--- src/rtl/fwm_pkg.sv ---
package fwm_pkg;
    typedef enum logic [1:0] {
        ST_IDLE    = 2'd0,
        ST_ARMED   = 2'd1,
        ST_MEASURE = 2'd2,
        ST_DONE    = 2'd3
    } meter_state_e;
endpackage

--- src/rtl/fwm_sync.sv ---
module fwm_sync #(
    parameter int WIDTH  = 3,
    parameter int STAGES = 2
) (
    input  logic             clk,
    input  logic             rst_n,
    input  logic [WIDTH-1:0] d,
    output logic [WIDTH-1:0] q
);
    for (genvar b = 0; b < WIDTH; b++) begin : g_bit
        logic [STAGES-1:0] chain;
        always_ff @(posedge clk) begin
            if (!rst_n) chain <= '0;
            else        chain <= {chain[STAGES-2:0], d[b]};
        end
        assign q[b] = chain[STAGES-1];
    end
endmodule

--- src/rtl/fwm_front.sv ---
module fwm_front #(
    parameter int SYNC_STAGES = 2
) (
    input  logic clk,
    input  logic rst_n,
    input  logic ext_in,
    input  logic ext_start,
    input  logic ext_gate,
    input  logic cfg_invert,
    input  logic cfg_start_ext,
    input  logic sw_start,
    input  logic cfg_start_fall,
    input  logic cfg_stop_fall,
    input  logic cfg_gate_use,
    input  logic cfg_gate_ext,
    input  logic cfg_gate_level,
    input  logic cfg_gate_sw,
    output logic start_cmd,
    output logic start_edge,
    output logic stop_edge,
    output logic in_rise,
    output logic gate_hold
);
    localparam int NSIG = 3;
    logic [NSIG-1:0] raw, syn;
    logic sig_now, sig_prev, xst_prev, in_fall, gate_src;

    assign raw = {ext_gate, ext_start, ext_in};

    fwm_sync #(.WIDTH(NSIG), .STAGES(SYNC_STAGES)) u_sync (
        .clk(clk), .rst_n(rst_n), .d(raw), .q(syn)
    );

    assign sig_now = syn[0] ^ cfg_invert;

    always_ff @(posedge clk) begin
        if (!rst_n) begin
            sig_prev <= 1'b0;
            xst_prev <= 1'b0;
        end else begin
            sig_prev <= sig_now;
            xst_prev <= syn[1];
        end
    end

    assign in_rise    = sig_now & ~sig_prev;
    assign in_fall    = ~sig_now & sig_prev;
    assign start_edge = cfg_start_fall ? in_fall : in_rise;
    assign stop_edge  = cfg_stop_fall  ? in_fall : in_rise;
    assign start_cmd  = cfg_start_ext ? (syn[1] & ~xst_prev) : sw_start;
    assign gate_src   = cfg_gate_ext ? syn[2] : cfg_gate_sw;
    assign gate_hold  = cfg_gate_use & (gate_src == cfg_gate_level);
endmodule

--- src/rtl/fwm_core.sv ---
module fwm_core
    import fwm_pkg::*;
#(
    parameter int CNT_W = 16,
    parameter int WIN_W = 16
) (
    input  logic             clk,
    input  logic             rst_n,
    input  logic             cfg_enable,
    input  logic             cfg_mode,
    input  logic [WIN_W-1:0] cfg_win_len,
    input  logic             cfg_irq_en,
    input  logic             start_cmd,
    input  logic             start_edge,
    input  logic             stop_edge,
    input  logic             in_rise,
    input  logic             gate_hold,
    output meter_state_e     state_o,
    output logic [CNT_W-1:0] result_o,
    output logic             irq_o
);
    meter_state_e     st_q, st_nxt;
    logic             en_q, en_rise, go, finish;
    logic [WIN_W-1:0] win_q;
    logic [CNT_W-1:0] res_q, res_inc;

    assign en_rise = cfg_enable & ~en_q;
    assign go      = cfg_mode ? start_edge : start_cmd;
    assign finish  = cfg_mode ? stop_edge : (win_q == '0);
    assign res_inc = (&res_q) ? res_q : res_q + CNT_W'(1);

    always_comb begin
        st_nxt = st_q;
        unique case (st_q)
            ST_IDLE:    if (en_rise) st_nxt = ST_ARMED;
            ST_ARMED:   if (go)      st_nxt = ST_MEASURE;
            ST_MEASURE: if (finish)  st_nxt = ST_DONE;
            ST_DONE:    st_nxt = ST_DONE;
        endcase
        if (!cfg_enable) st_nxt = ST_IDLE;
    end

    always_ff @(posedge clk) begin
        if (!rst_n) st_q <= ST_IDLE;
        else        st_q <= st_nxt;
    end

    always_ff @(posedge clk) begin
        if (!rst_n) begin
            en_q  <= 1'b0;
            irq_o <= 1'b0;
            win_q <= '0;
            res_q <= '0;
        end else begin
            en_q  <= cfg_enable;
            irq_o <= cfg_irq_en && (st_q == ST_MEASURE) && (st_nxt == ST_DONE);
            if (st_q == ST_IDLE && st_nxt == ST_ARMED) begin
                res_q <= '0;
            end else if (st_q == ST_ARMED && st_nxt == ST_MEASURE) begin
                win_q <= cfg_win_len;
                res_q <= (cfg_mode && !gate_hold) ? CNT_W'(1) : '0;
            end else if (st_q == ST_MEASURE && st_nxt == ST_MEASURE && !gate_hold) begin
                if (cfg_mode) begin
                    res_q <= res_inc;
                end else begin
                    if (in_rise) res_q <= res_inc;
                    win_q <= win_q - WIN_W'(1);
                end
            end
        end
    end

    assign state_o  = st_q;
    assign result_o = res_q;
endmodule

--- src/rtl/freq_width_meter.sv ---
module freq_width_meter #(
    parameter int CNT_W       = 16,
    parameter int WIN_W       = 16,
    parameter int SYNC_STAGES = 2
) (
    input  logic             clk,
    input  logic             rst_n,
    input  logic             cfg_enable,
    input  logic             cfg_mode,
    input  logic             cfg_start_fall,
    input  logic             cfg_stop_fall,
    input  logic             cfg_invert,
    input  logic             cfg_start_ext,
    input  logic             sw_start,
    input  logic             cfg_gate_use,
    input  logic             cfg_gate_ext,
    input  logic             cfg_gate_level,
    input  logic             cfg_gate_sw,
    input  logic [WIN_W-1:0] cfg_win_len,
    input  logic             cfg_irq_en,
    input  logic             ext_in,
    input  logic             ext_start,
    input  logic             ext_gate,
    output logic [1:0]       state_o,
    output logic [CNT_W-1:0] result_o,
    output logic             irq_o
);
    logic start_cmd, start_edge, stop_edge, in_rise, gate_hold;
    fwm_pkg::meter_state_e st;

    fwm_front #(.SYNC_STAGES(SYNC_STAGES)) u_front (
        .clk(clk), .rst_n(rst_n),
        .ext_in(ext_in), .ext_start(ext_start), .ext_gate(ext_gate),
        .cfg_invert(cfg_invert), .cfg_start_ext(cfg_start_ext), .sw_start(sw_start),
        .cfg_start_fall(cfg_start_fall), .cfg_stop_fall(cfg_stop_fall),
        .cfg_gate_use(cfg_gate_use), .cfg_gate_ext(cfg_gate_ext),
        .cfg_gate_level(cfg_gate_level), .cfg_gate_sw(cfg_gate_sw),
        .start_cmd(start_cmd), .start_edge(start_edge), .stop_edge(stop_edge),
        .in_rise(in_rise), .gate_hold(gate_hold)
    );

    fwm_core #(.CNT_W(CNT_W), .WIN_W(WIN_W)) u_core (
        .clk(clk), .rst_n(rst_n),
        .cfg_enable(cfg_enable), .cfg_mode(cfg_mode),
        .cfg_win_len(cfg_win_len), .cfg_irq_en(cfg_irq_en),
        .start_cmd(start_cmd), .start_edge(start_edge), .stop_edge(stop_edge),
        .in_rise(in_rise), .gate_hold(gate_hold),
        .state_o(st), .result_o(result_o), .irq_o(irq_o)
    );

    assign state_o = st;
endmodule

--- config.mk ---
export PLATFORM = sky130hd
export DESIGN_NAME = freq_width_meter
export DESIGN_NICKNAME = d
export VERILOG_FILES = /design/src/rtl/fwm_pkg.sv /design/src/rtl/fwm_sync.sv /design/src/rtl/fwm_front.sv /design/src/rtl/fwm_core.sv /design/src/rtl/freq_width_meter.sv
export SDC_FILE = /design/constraint.sdc
export NUM_CORES = 1
export LEC_CHECK = 0
export ABC_CLOCK_PERIOD_IN_PS = 2400
export CAP_MARGIN = 20
export CORE_ASPECT_RATIO = 1.2
export CORE_UTILIZATION = 57
export CTS_CLUSTER_SIZE = 10
export DETAILED_ROUTE_END_ITERATION = 12
export DONT_BUFFER_PORTS = 1
export GPL_TIMING_DRIVEN = 0
export PLACE_DENSITY = 0.77
export SETUP_SLACK_MARGIN = 0.1
export SLEW_MARGIN = 20
export SYNTH_ARGS = -nofsm -noshare
export SYNTH_HDL_FRONTEND = slang
export SYNTH_SLANG_ARGS = --single-unit
--- constraint.sdc ---
create_clock -name clk -period 2.4 [get_ports clk]
set_input_delay 0.24 -clock clk [delete_from_list [all_inputs] [get_ports clk]]
set_output_delay 0.24 -clock clk [all_outputs]
set_load 0.005 [all_outputs]
==> summary.md, run 1 <==
| Metric | Value |
|---|---|
| Min Tclk post-route | 2.336 ns |
| CTS tree | yes |
| Final Hold Vio Count | 0 |
| Non-Filler Instances | 378 |
| Mapped Cells | 306 |
| Area occupied by multi-input gates | 1597 µm² |
| Ant. Diodes | 0 |
| H-tree Lvls | 2 |
| CP Capture Type | flip-flop |
| Layout cells sized above 1 | 19.57% |
| Final setup viols | 0 |
| Total congestion overflow | 0 |
| Drt drc | 0 |
| WP buf/inv | 1 |
| # IOs | 52 |
| Ys async rst share | 0% |
| Hold path startpoint | cfg_win_len[0] |
| Final HPWL from detailed placement | 4539 µm |
| Die height | 74.57 µm |
| EDFF count, synth | 0 |
| Nets | 356 |
| Setup Skew | 0.007180 ns |
| Mapped Area | 2501 µm² |
| Area delta synth->final | 15.81% |
| Critical path launch point type | flip-flop |
| CP delay by family, top | simple AND/OR/NAND/NOR gates |
| Root cell of the clock tree | clkbuf_8 |
| Drt via density | 6.376 |
| DIE AREA | 4658 µm² |
| Syn nets | 341 |
| Hold bufs inserted after CTS | 0 |
| Endpoint, Worst Hold | u_core.win_q[0] |
| Vias in the first global route | 2,259 |
| Buffers on Ports | 0 |
| Register Area | 889.6 µm² |
| Reg2reg setup slack | 0.06 ns |
| CP max-delay cell | or4b_4 |
| Core Footprint | 4229 µm² |
| Max frequency | 0.4281 GHz |
| Worst R2R End | u_core.win_q[14] |
| Most numerous cell on the critical path | or3_4 |
| Post-synth top flop | dfxtp_1 |
| Period utilization | 97.33% |
| Std-Cell Rows | 26 |
| Placed insts | 362 |
| Worst rel slew slack | 62.71% |
| Total CTS buffers | 5 |
| LEAKAGE | 1.106 nW |
| Largest net degree at the start of global routing | 14 |
| RR Startpoint | u_core.win_q[1] |
| Total GRT Usage | 28.67% |
| First-pass GRT wire length | 10,490 µm |
| Routed Antenna Nets | 0 |
| Initial antenna violation count | 0 |
| Clk sink count | 44 |
| DRT Pass-1 Iters | 4 |
| Most frequent cells in the layout | dfxtp_1, a21oi_1, nor2_1 |
| Final-layout fill cell count | 358 |
| Tightest Hold Check Type | in -> reg |
| Status | completed |
| Syn avg cell area | 8.174 µm² |
| Wirelength per Cell | 17.10 µm |
| Hold path cells | 2 |
| Max-cap violations | 0 |
| RSZ-0062 raised after global routing | true |
| Pwr Total | 1.542 mW |
| Slew at the pin closest to its max-slew limit | 0.5543 ns |
| DR iter-0 viols | 146 |
| CTS clk-pin slew, worst paths | 0.08 ns |
| Leading cell type in the layout, fill and taps excluded | dfxtp_1 |
| GP Congestion | 0.8666 |
| R2R cell count | 8 |
| Synth cell types | 60 |
| Latest clock arrival within the worst-skew pair | 0.29 ns |
| Crit Path Max Fanout | 4 |
| Vias | 2,410 |
| Die W | 62.47 µm |
| Starting Density | 59.14% |
| Critical path class | reg -> reg |
| WL final | 6463 µm |
| Ordered cell list for the critical path | inv_2 -> ha_4 -> or4b_4 -> or3_4 -> or3_4 -> nor4b_4 -> a21oi_2 -> o31ai_2 |
| FF+latch count, synth | 44 |
| Peak VDD IR | 485.0 µV |
| Required time of the critical path | 2.61 ns |
| Pins Over Slew Limit | 0 |
| Register area share after synthesis | 35.22% |
| Max Root-Sink Buffers | 2 |
| CP arrival | 2.55 ns |
| Yosys warnings | 0 |
| Cell Pwr Density | 532.5 nW/µm² |
| Critical path's largest stage delay | 0.47 ns |
## report_power, final
part	total (mW)	switching, mW	internal [mW]
clock network	0.566	0.257	0.309
logic	0.222	0.122	0.100
registers	0.754	0.0123	0.741
total	1.54	0.391	1.15
## how the worst max path moves through the flow
stage | start | endpoint | slack, ns | depth (start not counted)
after floorplan | u_core.win_q[1] | u_core.win_q[14] | 0.10 | 9
after detailed placement | u_core.result_o[0] | u_core.result_o[2] | -0.26 | 8
after CTS | u_core.win_q[0] | u_core.win_q[14] | -0.01 | 9
after global placement | u_core.result_o[0] | u_core.result_o[2] | -0.20 | 8
after global routing | u_core.win_q[1] | u_core.win_q[14] | 0.006 | 8
final | u_core.win_q[1] | u_core.win_q[14] | 0.06 | 8
## flip-flops by register name, indices dropped and copies added, names as in the netlist
name	count
u_core.en_q	1
u_core.irq_o	1
u_core.result_o	16
u_core.state_o	2
u_core.win_q	16
u_front.sig_prev	1
u_front.u_sync.g_bit.chain	6
u_front.xst_prev	1
## synth_stat cells, types with 2 or more instances
master | n | share of area, %
a21boi_0 | 2 | 0.60
nand3b_1 | 2 | 0.60
o41ai_1 | 2 | 0.70
clkbuf_1 | 12 | 1.8
o31ai_1 | 6 | 1.8
nand2b_1 | 5 | 1.3
buf_6 | 5 | 2.3
o211ai_1 | 2 | 0.60
nor3_1 | 7 | 1.4
nand3_1 | 6 | 1.2
nor2b_1 | 2 | 0.50
inv_1 | 8 | 1.2
nand2_1 | 22 | 3.3
mux2i_1 | 8 | 3.2
dfxtp_1 | 44 | 35
a31oi_1 | 3 | 0.75
nand4_1 | 10 | 2.5
ha_1 | 2 | 1.0
or4_1 | 5 | 1.5
o21a_1 | 4 | 1.2
or3_1 | 10 | 2.5
nor2_1 | 25 | 3.8
and4_1 | 5 | 1.8
nor4_1 | 5 | 1.3
mux2_2 | 2 | 0.90
o32ai_1 | 5 | 1.8
o21ai_0 | 15 | 3.0
o221a_2 | 2 | 0.90
a21oi_1 | 33 | 6.6
and2_1 | 12 | 3.0
and3_1 | 4 | 1.0
or4_2 | 2 | 0.70
o211a_1 | 2 | 0.80
## through the flow
stage	worst slack (ns)	area, µm²	hold slack (ns)	utilization, %	TNS [ns]
2_1_floorplan	0.1021	2516	0.3664	-	0
5_1_grt	0.005580	2897	0.05137	68.49	0
3_3_place_gp	-0.1951	2586	0.3673	61.15	-1.561
6_report	0.06397	2897	0.06808	68.49	0
3_5_place_dp	-0.2580	2586	0.3710	61.15	-2.197
4_1_cts	-0.01038	2806	0.06268	66.36	-0.01038
## timing repair
item | 4_1_cts | 5_1_grt
gates cloned | 0 | 0
setup buffers | 6 | 3
resized for setup | 14 | 28
endpoints found under the setup margin | 30 | 30
pin swaps | 3 | 7
## per-layer routing
metal  vias up  GRT usage, %  share of wire [%]
met5         -             0                  0
met4         0         12.66                1.4
met3         8         6.748                6.1
met2        83         52.29                 52
met1      1138         32.14                 40
li1       1181             -                  -
## cells by family (layout without fill, tap and decap cells)
kind of cell               Yosys count  after routing  synth area share (%)
buffers and inverters               29             45                 6.102
DFF                                 44             44                 35.22
muxes                               10             10                 4.102
adders and majority gates            2              2                 1.000
and+or+nand+nor                    131            131                 29.81
AOI/OAI and AO/OA                   88             88                 23.06
xor gates and xnor gates             2              2                0.7005
## layout make-up
class / instances / share of cell area [%]
buffer: 20 / 4.579
timing repair buffer: 9 / 2.333
sequential: 44 / 30.71
multi-input combinational: 233 / 55.12
clock inverter: 2 / 1.210
tap: 56 / 2.419
inverter: 8 / 1.123
clock buffer: 6 / 2.505
(Power assumes the default switching activity.)
==> run 2, diff against run 1 <==
--- a/config.mk
+++ b/config.mk
@@ -5,15 +5,15 @@
 export SDC_FILE = /design/constraint.sdc
 export NUM_CORES = 1
 export LEC_CHECK = 0
-export ABC_CLOCK_PERIOD_IN_PS = 2400
+export ABC_CLOCK_PERIOD_IN_PS = 2300
 export CAP_MARGIN = 20
 export CORE_ASPECT_RATIO = 1.2
-export CORE_UTILIZATION = 57
+export CORE_UTILIZATION = 60
 export CTS_CLUSTER_SIZE = 10
 export DETAILED_ROUTE_END_ITERATION = 12
 export DONT_BUFFER_PORTS = 1
 export GPL_TIMING_DRIVEN = 0
-export PLACE_DENSITY = 0.77
+export PLACE_DENSITY = 0.78
 export SETUP_SLACK_MARGIN = 0.1
 export SLEW_MARGIN = 20
 export SYNTH_ARGS = -nofsm -noshare
==> constraint.sdc (replaced) <==
create_clock -name clk -period 2.3 [get_ports clk]
set_input_delay 0.23 -clock clk [delete_from_list [all_inputs] [get_ports clk]]
set_output_delay 0.23 -clock clk [all_outputs]
set_load 0.005 [all_outputs]
==> summary.md, run 2 (synthesis results as in run 1) <==
| Metric | Value |
|---|---|
| Min Tclk post-route | 2.302 ns (was 2.336 ns) |
| Buffers on Ports | 0 (unchanged) |
| CP Capture Type | flip-flop (unchanged) |
| Final setup viols | 1 (was 0) |
| GP Congestion | 0.8846 (was 0.8666) |
| Drt via density | 6.461 (was 6.376) |
| Period utilization | 100.1% (was 97.33%) |
| Required time of the critical path | 2.53 ns (was 2.61 ns) |
| Leading cell type in the layout, fill and taps excluded | dfxtp_1 (unchanged) |
| LEAKAGE | 1.187 nW (was 1.106 nW) |
| Die W | 60.94 µm (was 62.47 µm) |
| Register Area | 892.1 µm² (was 889.6 µm²) |
| Total congestion overflow | 0 (unchanged) |
| Ant. Diodes | 0 (unchanged) |
| Max Root-Sink Buffers | 2 (unchanged) |
| Max-cap violations | 0 (unchanged) |
| Layout cells sized above 1 | 25.75% (was 19.57%) |
| Initial antenna violation count | 0 (unchanged) |
| Placed insts | 360 (was 362) |
| Starting Density | 62.96% (was 59.14%) |
| Slew at the pin closest to its max-slew limit | 0.5894 ns (was 0.5543 ns) |
| Worst rel slew slack | 60.70% (was 62.71%) |
| Setup Skew | 0.006671 ns (was 0.007180 ns) |
| Final worst slack | -0.001906 ns (was 0.06397 ns) |
| Root cell of the clock tree | clkbuf_8 (unchanged) |
| Most frequent cells in the layout | dfxtp_1, a21oi_1, nor2_1 (unchanged) |
| CTS tree | yes (unchanged) |
| Reg2reg setup slack | -0.002 ns (was 0.06 ns) |
| RSZ-0062 raised after global routing | true (unchanged) |
| Cell Pwr Density | 541.0 nW/µm² (was 532.5 nW/µm²) |
| CTS clk-pin slew, worst paths | 0.09 ns (was 0.08 ns) |
| Max frequency | 0.4344 GHz (was 0.4281 GHz) |
| Vias in the first global route | 2,354 (was 2,259) |
| DIE AREA | 4432 µm² (was 4658 µm²) |
| Status | finished with violations (was completed) |
| Nets | 368 (was 356) |
| WL final | 7143 µm (was 6463 µm) |
| Tightest Hold Check Type | in -> reg (unchanged) |
| DRT Pass-1 Iters | 4 (unchanged) |
| First-pass GRT wire length | 10,300 µm (was 10,490 µm) |
| Total CTS buffers | 5 (unchanged) |
| Clk sink count | 44 (unchanged) |
| Std-Cell Rows | 25 (was 26) |
| Drt drc | 0 (unchanged) |
| Die height | 72.73 µm (was 74.57 µm) |
| CP arrival | 2.53 ns (was 2.55 ns) |
| Final Hold Vio Count | 0 (unchanged) |
| Hold bufs inserted after CTS | 0 (unchanged) |
| Largest net degree at the start of global routing | 14 (unchanged) |
| Final HPWL from detailed placement | 4454 µm (was 4539 µm) |
| DR iter-0 viols | 225 (was 146) |
| Area delta synth->final | 22.86% (was 15.81%) |
| Vias | 2,507 (was 2,410) |
| Core Footprint | 3973 µm² (was 4229 µm²) |
| Area occupied by multi-input gates | 1645 µm² (was 1597 µm²) |
| Pwr Total | 1.662 mW (was 1.542 mW) |
| Final-layout fill cell count | 296 (was 358) |
| Latest clock arrival within the worst-skew pair | 0.30 ns (was 0.29 ns) |
| Non-Filler Instances | 388 (was 378) |
| Peak VDD IR | 357.6 µV (was 485.0 µV) |
| Critical path launch point type | flip-flop (unchanged) |
| Pins Over Slew Limit | 0 (unchanged) |
| Total GRT Usage | 31.21% (was 28.67%) |
| Critical path class | reg -> reg (unchanged) |
| # IOs | 52 (unchanged) |
| Crit Path Max Fanout | 4 (unchanged) |
| Failing checks | setup timing |
| Routed Antenna Nets | 0 (unchanged) |
| Wirelength per Cell | 18.41 µm (was 17.10 µm) |
| Final core occ | 77.35% (was 68.49%) |
| H-tree Lvls | 2 (unchanged) |
## run 2: changes by cell type in the layout (fill, tap and decap cells not counted), sizes merged
cell	delta
buf	+11
clkbuf	+1
## run 2: through the flow
step	cell area [µm²]	TNS [ns]	hold slack [ns]	setup WS, ns
CTS	2867	-0.09341	0.05551	-0.05106
global route	3073	-0.4517	0.04571	-0.08186
global placement	2584	-4.059	0.3586	-0.3024
floorplan	2516	0	0.3564	0.002094
finish	3073	-0.001906	0.05273	-0.001906
detailed placement	2584	-5.045	0.3667	-0.2653
## run 2: what timing repair did
item                                    4_1_cts  5_1_grt
endpoints found under the setup margin       32       30
gates resized for setup                      26       38
buffers inserted                              9       11
pin swaps                                     4        7
cloned                                        0        1
## run 2: path summary, 6_finish.rpt
kind / from / end / cells past startpoint
max: u_core.win_q[0] / u_core.win_q[14] / 8
min: ext_in / u_front.u_sync.g_bit[0].chain[0] / 1
max reg2reg: u_core.win_q[0] / u_core.win_q[14] / 8
min reg2reg: u_front.u_sync.g_bit[0].chain[0] / u_front.u_sync.g_bit[0].chain[1] / 1
## run 2: final cells by class
| type | instances | share of cell area, % |
|---|---|---|
| Timing Repair Buffer | 21 | 5.822 |
| Inverter | 8 | 0.9772 |
| Clock inverter | 2 | 1.140 |
| Multi-Input combinational cell | 233 | 53.54 |
| Buffer | 20 | 4.927 |
| Sequential cell | 44 | 29.03 |
| Clock buffer | 6 | 2.362 |
| Tap cell | 54 | 2.199 |
## run 2: routing by layer
metal  part of all wire, %  global-route usage [%]  vias up
li1                      -                       -     1199
met1                    39                   32.89     1202
met2                    52                   56.17       82
met3                   5.0                   7.092       24
met4                   3.4                   16.16        0
met5                     0                       0        -
## run 2: where the power goes
| group | switching (mW) | internal, mW | leakage (nW) | total, mW |
|---|---|---|---|---|
| Clock | 0.274 | 0.323 | 0.0552 | 0.597 |
| Combinational | 0.148 | 0.132 | 0.772 | 0.280 |
| Sequential | 0.0128 | 0.773 | 0.360 | 0.785 |
## run 2: critical path, cell delays in order, from the launching register on
cell and delay (ns):
dfxtp_4 0.35, inv_2 0.06, ha_4 0.14, or4b_4 0.46, or3_4 0.36, or3_4 0.41, nor4b_4 0.24, a21oi_2 0.05
o31ai_2 0.16
==> run 3, diff against run 2 <==
--- a/config.mk
+++ b/config.mk
@@ -13,6 +13,7 @@
 export DETAILED_ROUTE_END_ITERATION = 12
 export DONT_BUFFER_PORTS = 1
 export GPL_TIMING_DRIVEN = 0
+export MAX_ROUTING_LAYER = met4
 export PLACE_DENSITY = 0.78
 export SETUP_SLACK_MARGIN = 0.1
 export SLEW_MARGIN = 20
==> summary.md, run 3 (synthesis results as in run 1) <==
| Metric | Value |
|---|---|
| Status | finished with violations (unchanged) |
| Failing checks | setup timing (unchanged) |
| Area delta synth->final | 22.86% (unchanged) |
| CP Depth | 8 (unchanged) |
| Final worst slack | -0.003666 ns (was -0.001906 ns) |
| # IOs | 52 (unchanged) |
| Combinational power share | 16.9% (was 16.8%) |
| Leading cell type in the layout, fill and taps excluded | dfxtp_1 (unchanged) |
| Setup Skew | 0.006876 ns (was 0.006671 ns) |
| Critical path's largest stage delay | 0.46 ns (about the same) |
| Worst rel slew slack | 61.44% (was 60.70%) |
| Pins Over Slew Limit | 0 (unchanged) |
| Hold_ws | 0.05503 ns (was 0.05273 ns) |
| Drt drc | 0 (unchanged) |
| Critical path launch point type | flip-flop (unchanged) |
| Sequential power share | 47.4% (was 47.2%) |
| RSZ-0062 raised after global routing | true (unchanged) |
| Total congestion overflow | 0 (unchanged) |
| Routed Antenna Nets | 0 (unchanged) |
| Post-DP Area | 2584 µm² (unchanged) |
| Clk network pwr share | 35.7% (was 35.9%) |
| Ant. Diodes | 0 (unchanged) |
| First-pass GRT wire length | 10,320 µm (was 10,300 µm) |
| CP arrival | 2.53 ns (about the same) |
| Peak VDD IR | 354.5 µV (was 357.6 µV) |
| Final Hold Vio Count | 0 (unchanged) |
| DR iter-0 viols | 233 (was 225) |
| Worst setup startpoint | u_core.win_q[0] (unchanged) |
| Vias in the first global route | 2,347 (was 2,354) |
| Latest clock arrival within the worst-skew pair | 0.30 ns (about the same) |
| Most numerous cell on the critical path | or3_4 (unchanged) |
| Fin Setup TNS | -0.003666 ns (was -0.001906 ns) |
| CTS clk-pin slew, worst paths | 0.09 ns (about the same) |
| R2R cell count | 8 (unchanged) |
| WL final | 7141 µm (was 7143 µm) |
| GP Congestion | 0.8994 (was 0.8846) |
| DRT Pass-1 Iters | 5 (was 4) |
| CTS tree | yes (unchanged) |
| Layout cells sized above 1 | 25.75% (unchanged) |
| Crit Path Max Fanout | 4 (unchanged) |
| Buffers on Ports | 0 (unchanged) |
| Largest net degree at the start of global routing | 14 (unchanged) |
| Period utilization | 100.2% (was 100.1%) |
| Switching Fraction | 25.97% (was 26.17%) |
| Final HPWL from detailed placement | 4454 µm (unchanged) |
| WP buf/inv | 1 (unchanged) |
| Wirelength per Cell | 18.40 µm (was 18.41 µm) |
| Hold bufs inserted after CTS | 0 (unchanged) |
| CP delay by family, top | simple AND/OR/NAND/NOR gates (unchanged) |
| Worst R2R End | u_core.win_q[14] (unchanged) |
| Required time of the critical path | 2.52 ns (was 2.53 ns) |
| Total GRT Usage | 32.14% (was 31.21%) |
| Max Root-Sink Buffers | 2 (unchanged) |
| Final Cell Area | 3073 µm² (unchanged) |
| CP Capture Type | flip-flop (unchanged) |
| RR Startpoint | u_core.win_q[0] (unchanged) |
| Sw Pwr | 0.4306 mW (was 0.4351 mW) |
| Drt via density | 6.497 (was 6.461) |
| Vias | 2,521 (was 2,507) |
| Most frequent cells in the layout | dfxtp_1, a21oi_1, nor2_1 (unchanged) |
| LEAKAGE | 1.187 nW (unchanged) |
| Slew at the pin closest to its max-slew limit | 0.5784 ns (was 0.5894 ns) |
| Starting Density | 62.96% (unchanged) |
| Critical Path Sink | u_core.win_q[14] (unchanged) |
| Root cell of the clock tree | clkbuf_8 (unchanged) |
| Core Footprint | 3973 µm² (unchanged) |
| H-tree Lvls | 2 (unchanged) |
| Max frequency | 0.4341 GHz (was 0.4344 GHz) |
| Nets | 368 (unchanged) |
| Clk sink count | 44 (unchanged) |
| Die height | 72.73 µm (unchanged) |
| Final setup viols | 1 (unchanged) |
| Tightest Hold Check Type | in -> reg (unchanged) |
| Cell Pwr Density | 539.5 nW/µm² (was 541.0 nW/µm²) |
| Critical path class | reg -> reg (unchanged) |
| Std-Cell Rows | 25 (unchanged) |
| Internal power | 1.227 mW (about the same) |
| Final-layout fill cell count | 296 (unchanged) |
| CP max-delay cell | or4b_4 (unchanged) |
| Final core occ | 77.35% (unchanged) |
| Ordered cell list for the critical path | inv_2 -> ha_4 -> or4b_4 -> or3_4 -> or3_4 -> nor4b_4 -> a21oi_2 -> o31ai_2 (unchanged) |
| Initial antenna violation count | 0 (unchanged) |
| Total CTS buffers | 5 (unchanged) |
| Reg2reg setup slack | -0.004 ns (was -0.002 ns) |
| Die W | 60.94 µm (unchanged) |
| DIE AREA | 4432 µm² (unchanged) |
| Max-cap violations | 0 (unchanged) |
| Min Tclk post-route | 2.304 ns (was 2.302 ns) |
-- run 3: what timing repair did --
item                       CTS  global route
setup endpoints to repair   32            30
gates cloned                 0             1
gates resized for setup     26            38
pin swaps                    4             7
setup buffers                9            11
-- run 3: worst min-delay path by stage --
stage | slack, ns | depth (start not counted) | from | end
after floorplan | 0.36 | 2 | cfg_win_len[0] | u_core.win_q[0]
after global placement | 0.36 | 1 | ext_gate | u_front.u_sync.g_bit[2].chain[0]
after detailed placement | 0.37 | 1 | ext_start | u_front.u_sync.g_bit[1].chain[0]
after CTS | 0.06 | 1 | ext_start | u_front.u_sync.g_bit[1].chain[0]
after global routing | 0.05 | 1 | ext_in | u_front.u_sync.g_bit[0].chain[0]
final | 0.06 | 1 | ext_start | u_front.u_sync.g_bit[1].chain[0]
-- run 3: power groups by stage --
stage | registers [mW] | clock network [mW] | logic, mW
final | 0.785 | 0.592 | 0.280
after CTS | 0.785 | 0.594 | 0.225
after global placement | 0.803 | 0 | 0.183
after global routing | 0.787 | 0.625 | 0.300
after floorplan | 0.801 | 0 | 0.148
after detailed placement | 0.804 | 0 | 0.186
-- run 3: per-layer routing --
layer / share of wire, % / up-vias / global-route usage (%)
met2: 53 / 98 / 56.04
met4: 3.2 / 0 / 16.16
met3: 5.5 / 25 / 6.206
met5: 0 / - / -
li1: - / 1196 / -
met1: 39 / 1202 / 33.67
-- run 3: through the flow --
stage	worst slack, ns	total power [mW]	instances
floorplan	0.002094	0.9489	306
global placement	-0.3024	0.9867	360
detailed placement	-0.2653	0.9903	360
CTS	-0.05106	1.604	377
global route	-0.07890	1.713	388
finish	-0.003666	1.658	388
-- run 3: cell type report --
class                           count  area (µm²)  share of cell area, %
Clock inverter                      2       35.03                  1.140
Sequential cell                    44       892.1                  29.03
Timing Repair Buffer               21       178.9                  5.822
Clock buffer                        6       72.57                  2.362
Multi-Input combinational cell    233        1645                  53.54
Buffer                             20       151.4                  4.927
Tap cell                           54       67.56                  2.199
Inverter                            8       30.03                 0.9772
-- run 3: worst register-to-register path: cells and delay by family (launching register included) --
family / cells / cell delay (ns)
DFF: 1 / 0.35
AOI/OAI and AO/OA: 2 / 0.21
buffers and inverters: 1 / 0.06
and+or+nand+nor: 4 / 1.47
adders and majority gates: 1 / 0.14
